### src/rtl/perfmon_gate_pkg.sv
package perfmon_gate_pkg;
  localparam int REG_W   = 32;
  localparam int CLASS_W = 6;
  localparam logic [CLASS_W-1:0] TRAP_CLASS = 6'h03;

  // stored bit positions (software-visible layout)
  localparam int POS_IDTRAP = 6;
  localparam int POS_CNTRD  = 3;
  localparam int POS_CYCRD  = 2;
  localparam int POS_SWINC  = 1;
  localparam int POS_ALLEN  = 0;

  typedef enum logic [3:0] {
    OUT_NONE  = 4'b0000,
    OUT_DONE  = 4'b0001,
    OUT_UNDEF = 4'b0010,
    OUT_TRAP2 = 4'b0100,
    OUT_TRAP3 = 4'b1000
  } outcome_e;

  typedef struct packed {
    logic el2_on;
    logic el2_is32;
    logic el3_on;
    logic el3_is32;
    logic el1_is32;
    logic el0_host;
    logic fgt_impl;
    logic mon_fgt_en;
    logic hyp64_cp9;
    logic hyp32_cp9;
    logic hyp64_pmu;
    logic hyp32_pmu;
    logic fgt_rd;
    logic mon_pmu;
    logic sdd_prio;
    logic sdd_undef;
  } trap_cfg_t;

  function automatic logic [REG_W-1:0] keep_mask();
    logic [REG_W-1:0] m;
    m = '0;
    m[POS_IDTRAP] = 1'b1;
    m[POS_CNTRD]  = 1'b1;
    m[POS_CYCRD]  = 1'b1;
    m[POS_SWINC]  = 1'b1;
    m[POS_ALLEN]  = 1'b1;
    return m;
  endfunction

  function automatic logic is_trap(input outcome_e o);
    return (o == OUT_TRAP2) || (o == OUT_TRAP3);
  endfunction
endpackage

### src/rtl/pgate_select_dec.sv
module pgate_select_dec #(
  parameter logic [3:0] SEL_COPROC = 4'd15,
  parameter logic [2:0] SEL_OPC1   = 3'd0,
  parameter logic [3:0] SEL_CRN    = 4'd9,
  parameter logic [3:0] SEL_CRM    = 4'd14,
  parameter logic [2:0] SEL_OPC2   = 3'd0
) (
  input  logic [3:0] coproc,
  input  logic [2:0] opc1,
  input  logic [3:0] crn,
  input  logic [3:0] crm,
  input  logic [2:0] opc2,
  output logic       hit
);
  assign hit = (coproc == SEL_COPROC) && (opc1 == SEL_OPC1) &&
               (crn == SEL_CRN) && (crm == SEL_CRM) && (opc2 == SEL_OPC2);
endmodule

### src/rtl/pgate_trap_arbiter.sv
module pgate_trap_arbiter
  import perfmon_gate_pkg::*;
(
  input  logic               req,
  input  logic               write,
  input  logic [1:0]         el,
  input  trap_cfg_t          cfg,
  output outcome_e           outcome,
  output logic [CLASS_W-1:0] class_code,
  output logic               mon_prio_hit,
  output logic               hv_cp9_hit,
  output logic               fgt_hit,
  output logic               hv_pmu_hit,
  output logic               mon_pmu_hit
);
  logic mon_live;
  logic at_el0;
  outcome_e mon_verdict;

  assign at_el0   = (el == 2'd0);
  assign mon_live = cfg.el3_on & ~cfg.el3_is32;

  assign mon_prio_hit = mon_live & cfg.sdd_prio & cfg.mon_pmu;
  assign mon_pmu_hit  = mon_live & cfg.mon_pmu;
  assign hv_cp9_hit   = cfg.el2_on &
                        (cfg.el2_is32 ? cfg.hyp32_cp9
                                      : (cfg.hyp64_cp9 & ~(at_el0 & cfg.el0_host)));
  assign hv_pmu_hit   = cfg.el2_on & (cfg.el2_is32 ? cfg.hyp32_pmu : cfg.hyp64_pmu);
  assign fgt_hit      = at_el0 & cfg.el2_on & ~cfg.el1_is32 & ~cfg.el0_host &
                        cfg.fgt_impl & (~cfg.el3_on | cfg.mon_fgt_en) & cfg.fgt_rd;

  assign mon_verdict  = cfg.sdd_undef ? OUT_UNDEF : OUT_TRAP3;

  always_comb begin
    outcome = OUT_NONE;
    if (req) begin
      unique case (el)
        2'd3: outcome = OUT_DONE;
        2'd2: begin
          if (mon_prio_hit)      outcome = OUT_UNDEF;
          else if (mon_pmu_hit)  outcome = mon_verdict;
          else                   outcome = OUT_DONE;
        end
        default: begin
          if (at_el0 && write)   outcome = OUT_UNDEF;
          else if (mon_prio_hit) outcome = OUT_UNDEF;
          else if (hv_cp9_hit)   outcome = OUT_TRAP2;
          else if (fgt_hit)      outcome = OUT_TRAP2;
          else if (hv_pmu_hit)   outcome = OUT_TRAP2;
          else if (mon_pmu_hit)  outcome = mon_verdict;
          else                   outcome = OUT_DONE;
        end
      endcase
    end
  end

  assign class_code = is_trap(outcome) ? TRAP_CLASS : '0;
endmodule

### src/rtl/pgate_ctrl_store.sv
module pgate_ctrl_store
  import perfmon_gate_pkg::*;
#(
  parameter int W = REG_W
) (
  input  logic         clk,
  input  logic         rst_n,
  input  logic         commit,
  input  logic [W-1:0] wdata,
  output logic [W-1:0] q
);
  localparam logic [W-1:0] KEEP = W'(keep_mask());

  for (genvar i = 0; i < W; i++) begin : g_bit
    if (KEEP[i]) begin : g_flop
      logic b;
      always_ff @(posedge clk) begin
        if (!rst_n)      b <= 1'b0;
        else if (commit) b <= wdata[i];
      end
      assign q[i] = b;
    end else begin : g_zero
      assign q[i] = 1'b0;
    end
  end
endmodule

### src/rtl/perfmon_user_gate.sv
module perfmon_user_gate
  import perfmon_gate_pkg::*;
#(
  parameter logic [3:0] SEL_COPROC = 4'd15,
  parameter logic [2:0] SEL_OPC1   = 3'd0,
  parameter logic [3:0] SEL_CRN    = 4'd9,
  parameter logic [3:0] SEL_CRM    = 4'd14,
  parameter logic [2:0] SEL_OPC2   = 3'd0
) (
  input  logic        clk,
  input  logic        rst_n,
  input  logic        acc_valid,
  input  logic        acc_write,
  input  logic [1:0]  acc_el,
  input  logic [3:0]  sel_coproc,
  input  logic [2:0]  sel_opc1,
  input  logic [3:0]  sel_crn,
  input  logic [3:0]  sel_crm,
  input  logic [2:0]  sel_opc2,
  input  logic [31:0] acc_wdata,
  input  logic        cfg_el2_on,
  input  logic        cfg_el2_is32,
  input  logic        cfg_el3_on,
  input  logic        cfg_el3_is32,
  input  logic        cfg_el1_is32,
  input  logic        cfg_el0_host,
  input  logic        cfg_fgt_impl,
  input  logic        cfg_mon_fgt_en,
  input  logic        hyp64_cp9_trap,
  input  logic        hyp32_cp9_trap,
  input  logic        hyp64_pmu_trap,
  input  logic        hyp32_pmu_trap,
  input  logic        fgt_rd_trap,
  input  logic        mon_pmu_trap,
  input  logic        mon_sdd_prio,
  input  logic        mon_sdd_undef,
  output logic [3:0]  acc_result,
  output logic [5:0]  trap_class,
  output logic [31:0] acc_rdata
);
  trap_cfg_t cfg;
  outcome_e  outcome;
  logic      sel_hit;
  logic      req;
  logic      commit;
  logic      rd_done;
  logic [REG_W-1:0] ctrl_q;
  logic mon_prio_hit, hv_cp9_hit, fgt_hit, hv_pmu_hit, mon_pmu_hit;

  assign cfg = '{el2_on: cfg_el2_on, el2_is32: cfg_el2_is32,
                 el3_on: cfg_el3_on, el3_is32: cfg_el3_is32,
                 el1_is32: cfg_el1_is32, el0_host: cfg_el0_host,
                 fgt_impl: cfg_fgt_impl, mon_fgt_en: cfg_mon_fgt_en,
                 hyp64_cp9: hyp64_cp9_trap, hyp32_cp9: hyp32_cp9_trap,
                 hyp64_pmu: hyp64_pmu_trap, hyp32_pmu: hyp32_pmu_trap,
                 fgt_rd: fgt_rd_trap, mon_pmu: mon_pmu_trap,
                 sdd_prio: mon_sdd_prio, sdd_undef: mon_sdd_undef};

  pgate_select_dec #(
    .SEL_COPROC(SEL_COPROC), .SEL_OPC1(SEL_OPC1), .SEL_CRN(SEL_CRN),
    .SEL_CRM(SEL_CRM), .SEL_OPC2(SEL_OPC2)
  ) i_dec (
    .coproc(sel_coproc), .opc1(sel_opc1), .crn(sel_crn),
    .crm(sel_crm), .opc2(sel_opc2), .hit(sel_hit)
  );

  assign req = acc_valid & sel_hit;

  pgate_trap_arbiter i_arb (
    .req(req), .write(acc_write), .el(acc_el), .cfg(cfg),
    .outcome(outcome), .class_code(trap_class),
    .mon_prio_hit(mon_prio_hit), .hv_cp9_hit(hv_cp9_hit), .fgt_hit(fgt_hit),
    .hv_pmu_hit(hv_pmu_hit), .mon_pmu_hit(mon_pmu_hit)
  );

  assign commit  = (outcome == OUT_DONE) &  acc_write;
  assign rd_done = (outcome == OUT_DONE) & ~acc_write;

  pgate_ctrl_store #(.W(REG_W)) i_store (
    .clk(clk), .rst_n(rst_n), .commit(commit), .wdata(acc_wdata), .q(ctrl_q)
  );

  assign acc_result = outcome;
  assign acc_rdata  = rd_done ? ctrl_q : '0;
endmodule

### config.mk
export PLATFORM = sky130hd
export DESIGN_NAME = perfmon_user_gate
export DESIGN_NICKNAME = d
export VERILOG_FILES = /design/src/rtl/perfmon_gate_pkg.sv /design/src/rtl/pgate_select_dec.sv /design/src/rtl/pgate_trap_arbiter.sv /design/src/rtl/pgate_ctrl_store.sv /design/src/rtl/perfmon_user_gate.sv
export SDC_FILE = /design/constraint.sdc
export NUM_CORES = 1
export LEC_CHECK = 0
export BUFFER_PORTS_ARGS = -buffer_cell sky130_fd_sc_hd__buf_2
export CAP_MARGIN = 20
export CORE_UTILIZATION = 41
export CTS_CLUSTER_DIAMETER = 50
export DETAILED_ROUTE_END_ITERATION = 10
export PLACE_DENSITY = 0.86
export REMOVE_ABC_BUFFERS = 1
export SLEW_MARGIN = 25
export SYNTH_ARGS = -nofsm -noshare
export SYNTH_HDL_FRONTEND = slang
export SYNTH_HIERARCHICAL = 1
export SYNTH_SLANG_ARGS = --single-unit
### constraint.sdc
create_clock -name clk -period 5.99 [get_ports clk]
set_clock_uncertainty 0.15 [all_clocks]
set_input_delay 0.599 -clock clk [delete_from_list [all_inputs] [get_ports clk]]
set_output_delay 0.599 -clock clk [all_outputs]
set_load 0.01 [all_outputs]
-- Yosys cells after proc, flatten, opt, wreduce, memory -nomap -nowiden
Cells that the tools add are included.
- bitwise logic cells: 24
- eq/ne operators: 8
- reduce and logical (&&, ||, !) cells: 9
- muxes and demuxes: 14
- operators with widths (cell ; count):
    2-to-1 mux 4 bit ; 9
    AND 1 bit ; 17
    == test 4 bit (second input constant) ; 4
    case mux 4 bit (2 select lines) ; 1
    2-to-1 mux 7 bit ; 1
    zero test 3 bit ; 2
    inverter 1 bit ; 6
    logical AND 1 bit ; 5
    == test 2 bit (second input constant) ; 2
    == test 4 x 1 -> 1 bit (second input constant) ; 1
    == test 4 x 3 -> 1 bit (second input constant) ; 1
    zero test 2 bit ; 1
    2-to-1 mux 1 bit ; 2
    2-to-1 mux 2 bit ; 1
    logical OR 1 bit ; 1
    bitwise OR 1 bit ; 1
- flip-flop bits (word level): 5
- logic and storage cells: 60
- output and inout bits: 42
- input port bits: 72

-- Longest topological paths before layout
- depth after elaboration: 16
- mapped depth: 14
- depth with buffers taken out: 11

-- Cells and area by module
Netlist, hierarchy kept.
- modules (own cells, without submodules) (module ; seq. area each (sq um) ; instances ; area an instance (sq um) ; cells an instance):
    perfmon_user_gate ; 0.0 ; 1 ; 495.5 ; 44
    pgate_ctrl_store ; 100.1 ; 1 ; 436.7 ; 49
    pgate_trap_arbiter ; 0.0 ; 1 ; 294.0 ; 47
    pgate_select_dec ; 0.0 ; 1 ; 66.3 ; 6

-- Worst setup path before layout
OpenSTA, ideal clock, no wires.
- path type: input port to output port
- from: in acc_el[1]
- to: out acc_rdata[0]
- required time: 5241 ps
- path buffers: 3
- stages on the path: 9
- path slack: 2169 ps
- arrival: 3072 ps
- path through: buf_6 -> or4b_1 -> or4_4 -> a41oi_2 -> nor2_1 -> or4b_1 -> buf_6 -> buf_12 -> nor3b_2
- word-level cells in the longest chain between the ends: 16
- elaborated cells on any way between the ends: 24
- those cells by class: eq/ne (3); mux (8); bitwise (11); reduce/logical (2)
- RTL lines (element ; line ; source):
    start: declaration ; perfmon_user_gate.sv:14 ; input logic [1:0] acc_el,
    zero test 2 bit ; pgate_trap_arbiter.sv:20 ; assign at_el0 = (el == 2'd0);
    AND 1 bit (4 in a row) ; pgate_trap_arbiter.sv:29 ; assign fgt_hit = at_el0 & cfg.el2_on & ~cfg.el1_is32 & ~cfg.el0_host &
    AND 1 bit (2 in a row) ; pgate_trap_arbiter.sv:30 ; cfg.fgt_impl & (~cfg.el3_on | cfg.mon_fgt_en) & cfg.fgt_rd;
    2-to-1 mux 4 bit ; pgate_trap_arbiter.sv:48 ; else if (fgt_hit) outcome = OUT_TRAP2;
    2-to-1 mux 4 bit ; pgate_trap_arbiter.sv:47 ; else if (hv_cp9_hit) outcome = OUT_TRAP2;
    2-to-1 mux 4 bit ; pgate_trap_arbiter.sv:46 ; else if (mon_prio_hit) outcome = OUT_UNDEF;
    2-to-1 mux 4 bit ; pgate_trap_arbiter.sv:45 ; if (at_el0 && write) outcome = OUT_UNDEF;
    case mux 4 bit (2 select lines) * ; pgate_trap_arbiter.sv:37 ; unique case (el)
    2-to-1 mux 4 bit * ; pgate_trap_arbiter.sv:36 ; if (req) begin
    via acc_result[3] ; perfmon_user_gate.sv:37 ; output logic [3:0] acc_result,
    == test 4 x 1 -> 1 bit * ; perfmon_user_gate.sv:77 ; assign rd_done = (outcome == OUT_DONE) & ~acc_write;
    AND 1 bit * ; perfmon_user_gate.sv:77 ;
    2-to-1 mux 7 bit * ; perfmon_user_gate.sv:84 ; assign acc_rdata = rd_done ? ctrl_q : '0;
    end: declaration ; perfmon_user_gate.sv:39 ; output logic [31:0] acc_rdata
The timed path passes the listed nets; every way through them passes the cells marked *.

-- Worst setup path after layout
- from: in acc_el[1]
- to: out acc_rdata[2]
- word-level cells in the longest chain between the ends: 16
- elaborated cells on any way between the ends: 24
- those cells by class: eq/ne (3); mux (8); bitwise (11); reduce/logical (2)
- RTL lines (element ; line):
    zero test 2 bit ; pgate_trap_arbiter.sv:20
    AND 1 bit (4 in a row) ; pgate_trap_arbiter.sv:29
    AND 1 bit (2 in a row) ; pgate_trap_arbiter.sv:30
    2-to-1 mux 4 bit ; pgate_trap_arbiter.sv:48
    2-to-1 mux 4 bit ; pgate_trap_arbiter.sv:47
    2-to-1 mux 4 bit ; pgate_trap_arbiter.sv:46
    2-to-1 mux 4 bit ; pgate_trap_arbiter.sv:45
    case mux 4 bit (2 select lines) * ; pgate_trap_arbiter.sv:37
    2-to-1 mux 4 bit * ; pgate_trap_arbiter.sv:36
    == test 4 x 1 -> 1 bit * ; perfmon_user_gate.sv:77
    AND 1 bit * ; perfmon_user_gate.sv:77
    2-to-1 mux 7 bit * ; perfmon_user_gate.sv:84
Every way passes the cells marked *; elsewhere a longest branch is shown, timed or not.

==> out/results.tsv <==
stage	metric	value	unit
outcome	status	finished, violations left	
outcome	failing checks	design-rule violations	
floorplan	Initial Util	44.8	%
critical_path	Critical R2R Capture	i_store/g_bit[3].g_flop.b	
critical_path	r2r setup slk	5.24	ns
routing	antenna viol nets, final	0	
routing	met3 WL	218	um
place	GP Congestion	0.721	
yosys	Cells after Synth	142	
clock_network	Max Root-Sink Buffers	2	
clock_network	total CTS buffers	3	
sta	worst relative slew slack	41.5	%
critical_path	Buf/Inv on CP	3	
place	port bufs	55	
worst_hold_path	hold depth	2	
yosys	cell area after synthesis	0.00128	mm^2
place	Inst Count DP	211	
grt	GR Util All Layers	12.6	%
clock_network	CTS Sinks	5	
grt	total global routing overflow	0	
floorplan	Core Area	0.00285	mm^2
place	dpl ws	1.84	ns
sta	crit share post-route	69.6	%
sta	fmax	240	MHz
yosys	Syn Area/Cell	9.00	um^2
critical_path	slowest cell on the critical path	or4b_2	
clock_network	Setup Buffers After CTS	0	
yosys	Ys Warns	6	
power_and_ir_drop	Max IR drop VDD	0.0783	mV
floorplan	Die W	57.8	um
clock_network	post_cts resized	0	
routing	Metal-1 WL	766	um
place	Area after DPL	0.00132	mm^2
sta	post-route minimum period	4.17	ns
clock_network	htree depth	1	
routing	DR vias	996	
finish	Diodes inserted	0	
sta	Setup WS post-layout	1.82	ns
routing	1st-iter DRT viols	56	
floorplan	chip height	57.8	um
grt	vias in the first global route	901	
critical_path	CP Class	primary input to output port	
sta	worst slew pin tran	0.877	ns
clock_network	# hold bufs at CTS	0	
finish	max FFs per register	5	
finish	Filler cells	285	
critical_path	cell family with the largest share of critical-path delay	simple AND/OR/NAND/NOR gates	
finish	biggest regs	i_store/g_bit.g_flop.b x5	
routing	post-DR wirelength/cell	10.1	um
critical_path	delay of the slowest critical-path stage	0.63	ns
sta	RSZ-0062 raised after global routing	false	
power_and_ir_drop	pwr dens	80.8	mW/mm^2
power_and_ir_drop	Leak Pwr	0.554	nW
place	hpwl dp	1850	um
floorplan	row cnt	19	
critical_path	Setup crit start kind	primary input	
worst_hold_path	Hold Crit Start	i_store/g_bit[0].g_flop.b	
routing	wire length on met2	1200	um
job	Max Cap Viol	0	
clock_network	clk slew on worst S/H paths	0.04	ns
routing	Vias/cell	4.63	
grt	initial antenna violation count	0	
sta	Final Hold Fails	0	
critical_path	Critical Path AT	3.42	ns
floorplan	Ports	114	
clock_network	root buf cell	clkbuf_4	
floorplan	die footprint	0.00334	mm^2
routing	Remaining DRCs	5	
worst_hold_path	Hold Path End	i_store/g_bit[0].g_flop.b	
sta	Final Max Slew Viols	0	
critical_path	source of the worst register-to-register timing path	i_store/g_bit[3].g_flop.b	
routing	DR top layer	met3	
finish	Area Overhead vs Synth	5.48	%
sta	final setup violation count	0	
finish	fraction of layout cells with a size suffix above 1	52.2	%
critical_path	worst reg2reg path depth	2	
routing	DR pass1 iterations	7	
clock_network	clk_lat worst skew	0.24	ns
worst_hold_path	Tightest Hold Check Type	flip-flop to flip-flop	
critical_path	required time worst endpoint	5.24	ns
clock_network	TritonCTS clock tree	done	
critical_path	CP cell instances	buf_2 > or4b_1 > or4_4 > a41oi_2 > nor2_1 > or4b_2 > buf_4 > nor3b_2 > buf_2	
critical_path	Crit. End Element	output port	
sta	setup TNS	0	ns
grt	largest net degree at the start of global routing	36	
finish	Nets	257	
critical_path	critical path fanouts, max	33	
grt	first-pass GRT wire length	3440	um
finish	Design Area, Final	0.00135	mm^2
routing	Routed WL	2180	um
finish	Largest Register	i_store/g_bit.g_flop.b	
critical_path	most used cell, CP	buf_2	
finish	final std cells w/o fill	215	
==> area by class of cell <==
| type | count | area (um^2) | share of cell area (%) |
|---|---|---|---|
| timing repair buffer | 56 | 283 | 21.0 |
| clock buffer | 4 | 26.3 | 1.95 |
| tap | 31 | 38.8 | 2.88 |
| sequential | 5 | 100 | 7.43 |
| inverter | 3 | 11.3 | 0.836 |
| multi-input combinational | 116 | 888 | 65.9 |
==> report_power, final <==
part | switching, W | internal [W] | leakage [nW]
Combinational | 0.0000179 | 0.0000196 | 0.499
Clock | 0.0000128 | 0.0000251 | 0.0150
Sequential | 0.0000000000102 | 0.0000334 | 0.0402
Total | 0.0000307 | 0.0000782 | 0.554
==> through the flow <==
step                total power (W)  hold slack (ns)  utilization (%)
finish                     0.000109            0.357             47.2
global route               0.000119            0.390             47.2
CTS                        0.000111            0.364             47.2
detailed placement        0.0000713            0.358             46.3
global placement          0.0000707            0.336             46.3
floorplan                 0.0000495            0.322                -
==> worst max path at each step <==
stage	slack [ns]	end	start	cells after the start
2_1_floorplan	1.83	acc_rdata[0]	cfg_el0_host	6
3_3_place_gp	1.84	acc_rdata[2]	acc_el[1]	9
3_5_place_dp	1.84	acc_rdata[2]	acc_el[1]	9
4_1_cts	1.82	acc_rdata[2]	acc_el[1]	9
5_1_grt	1.72	acc_rdata[6]	acc_el[1]	9
6_report	1.82	acc_rdata[2]	acc_el[1]	9
==> worst min-delay path: cells and delay by family (launching register included) <==
family	cells	cell delay [ns]
and+or+nand+nor	1	0.10
muxes	1	0.06
DFF	1	0.31
==> cells in the final DEF, fill, tap and decap left out, types with 2 or more instances in the layout <==
cell type,n
nor2b_1,7
mux2i_1,5
nor3b_1,4
nor2_1,5
nand3_1,5
dfxtp_1,5
a21oi_1,2
and2_1,2
nand2_1,5
conb_1,31
inv_1,3
buf_2,55
clkbuf_4,3
nor3b_2,29
==> metal layers <==
metal  track usage, %  vias to the layer above
met3             2.23                        0
met5                0                        -
met4             3.06                        0
met1             12.9                      439
met2             25.8                       47
li1                 -                      510
No activity file was read; power rests on OpenSTA's default activity.
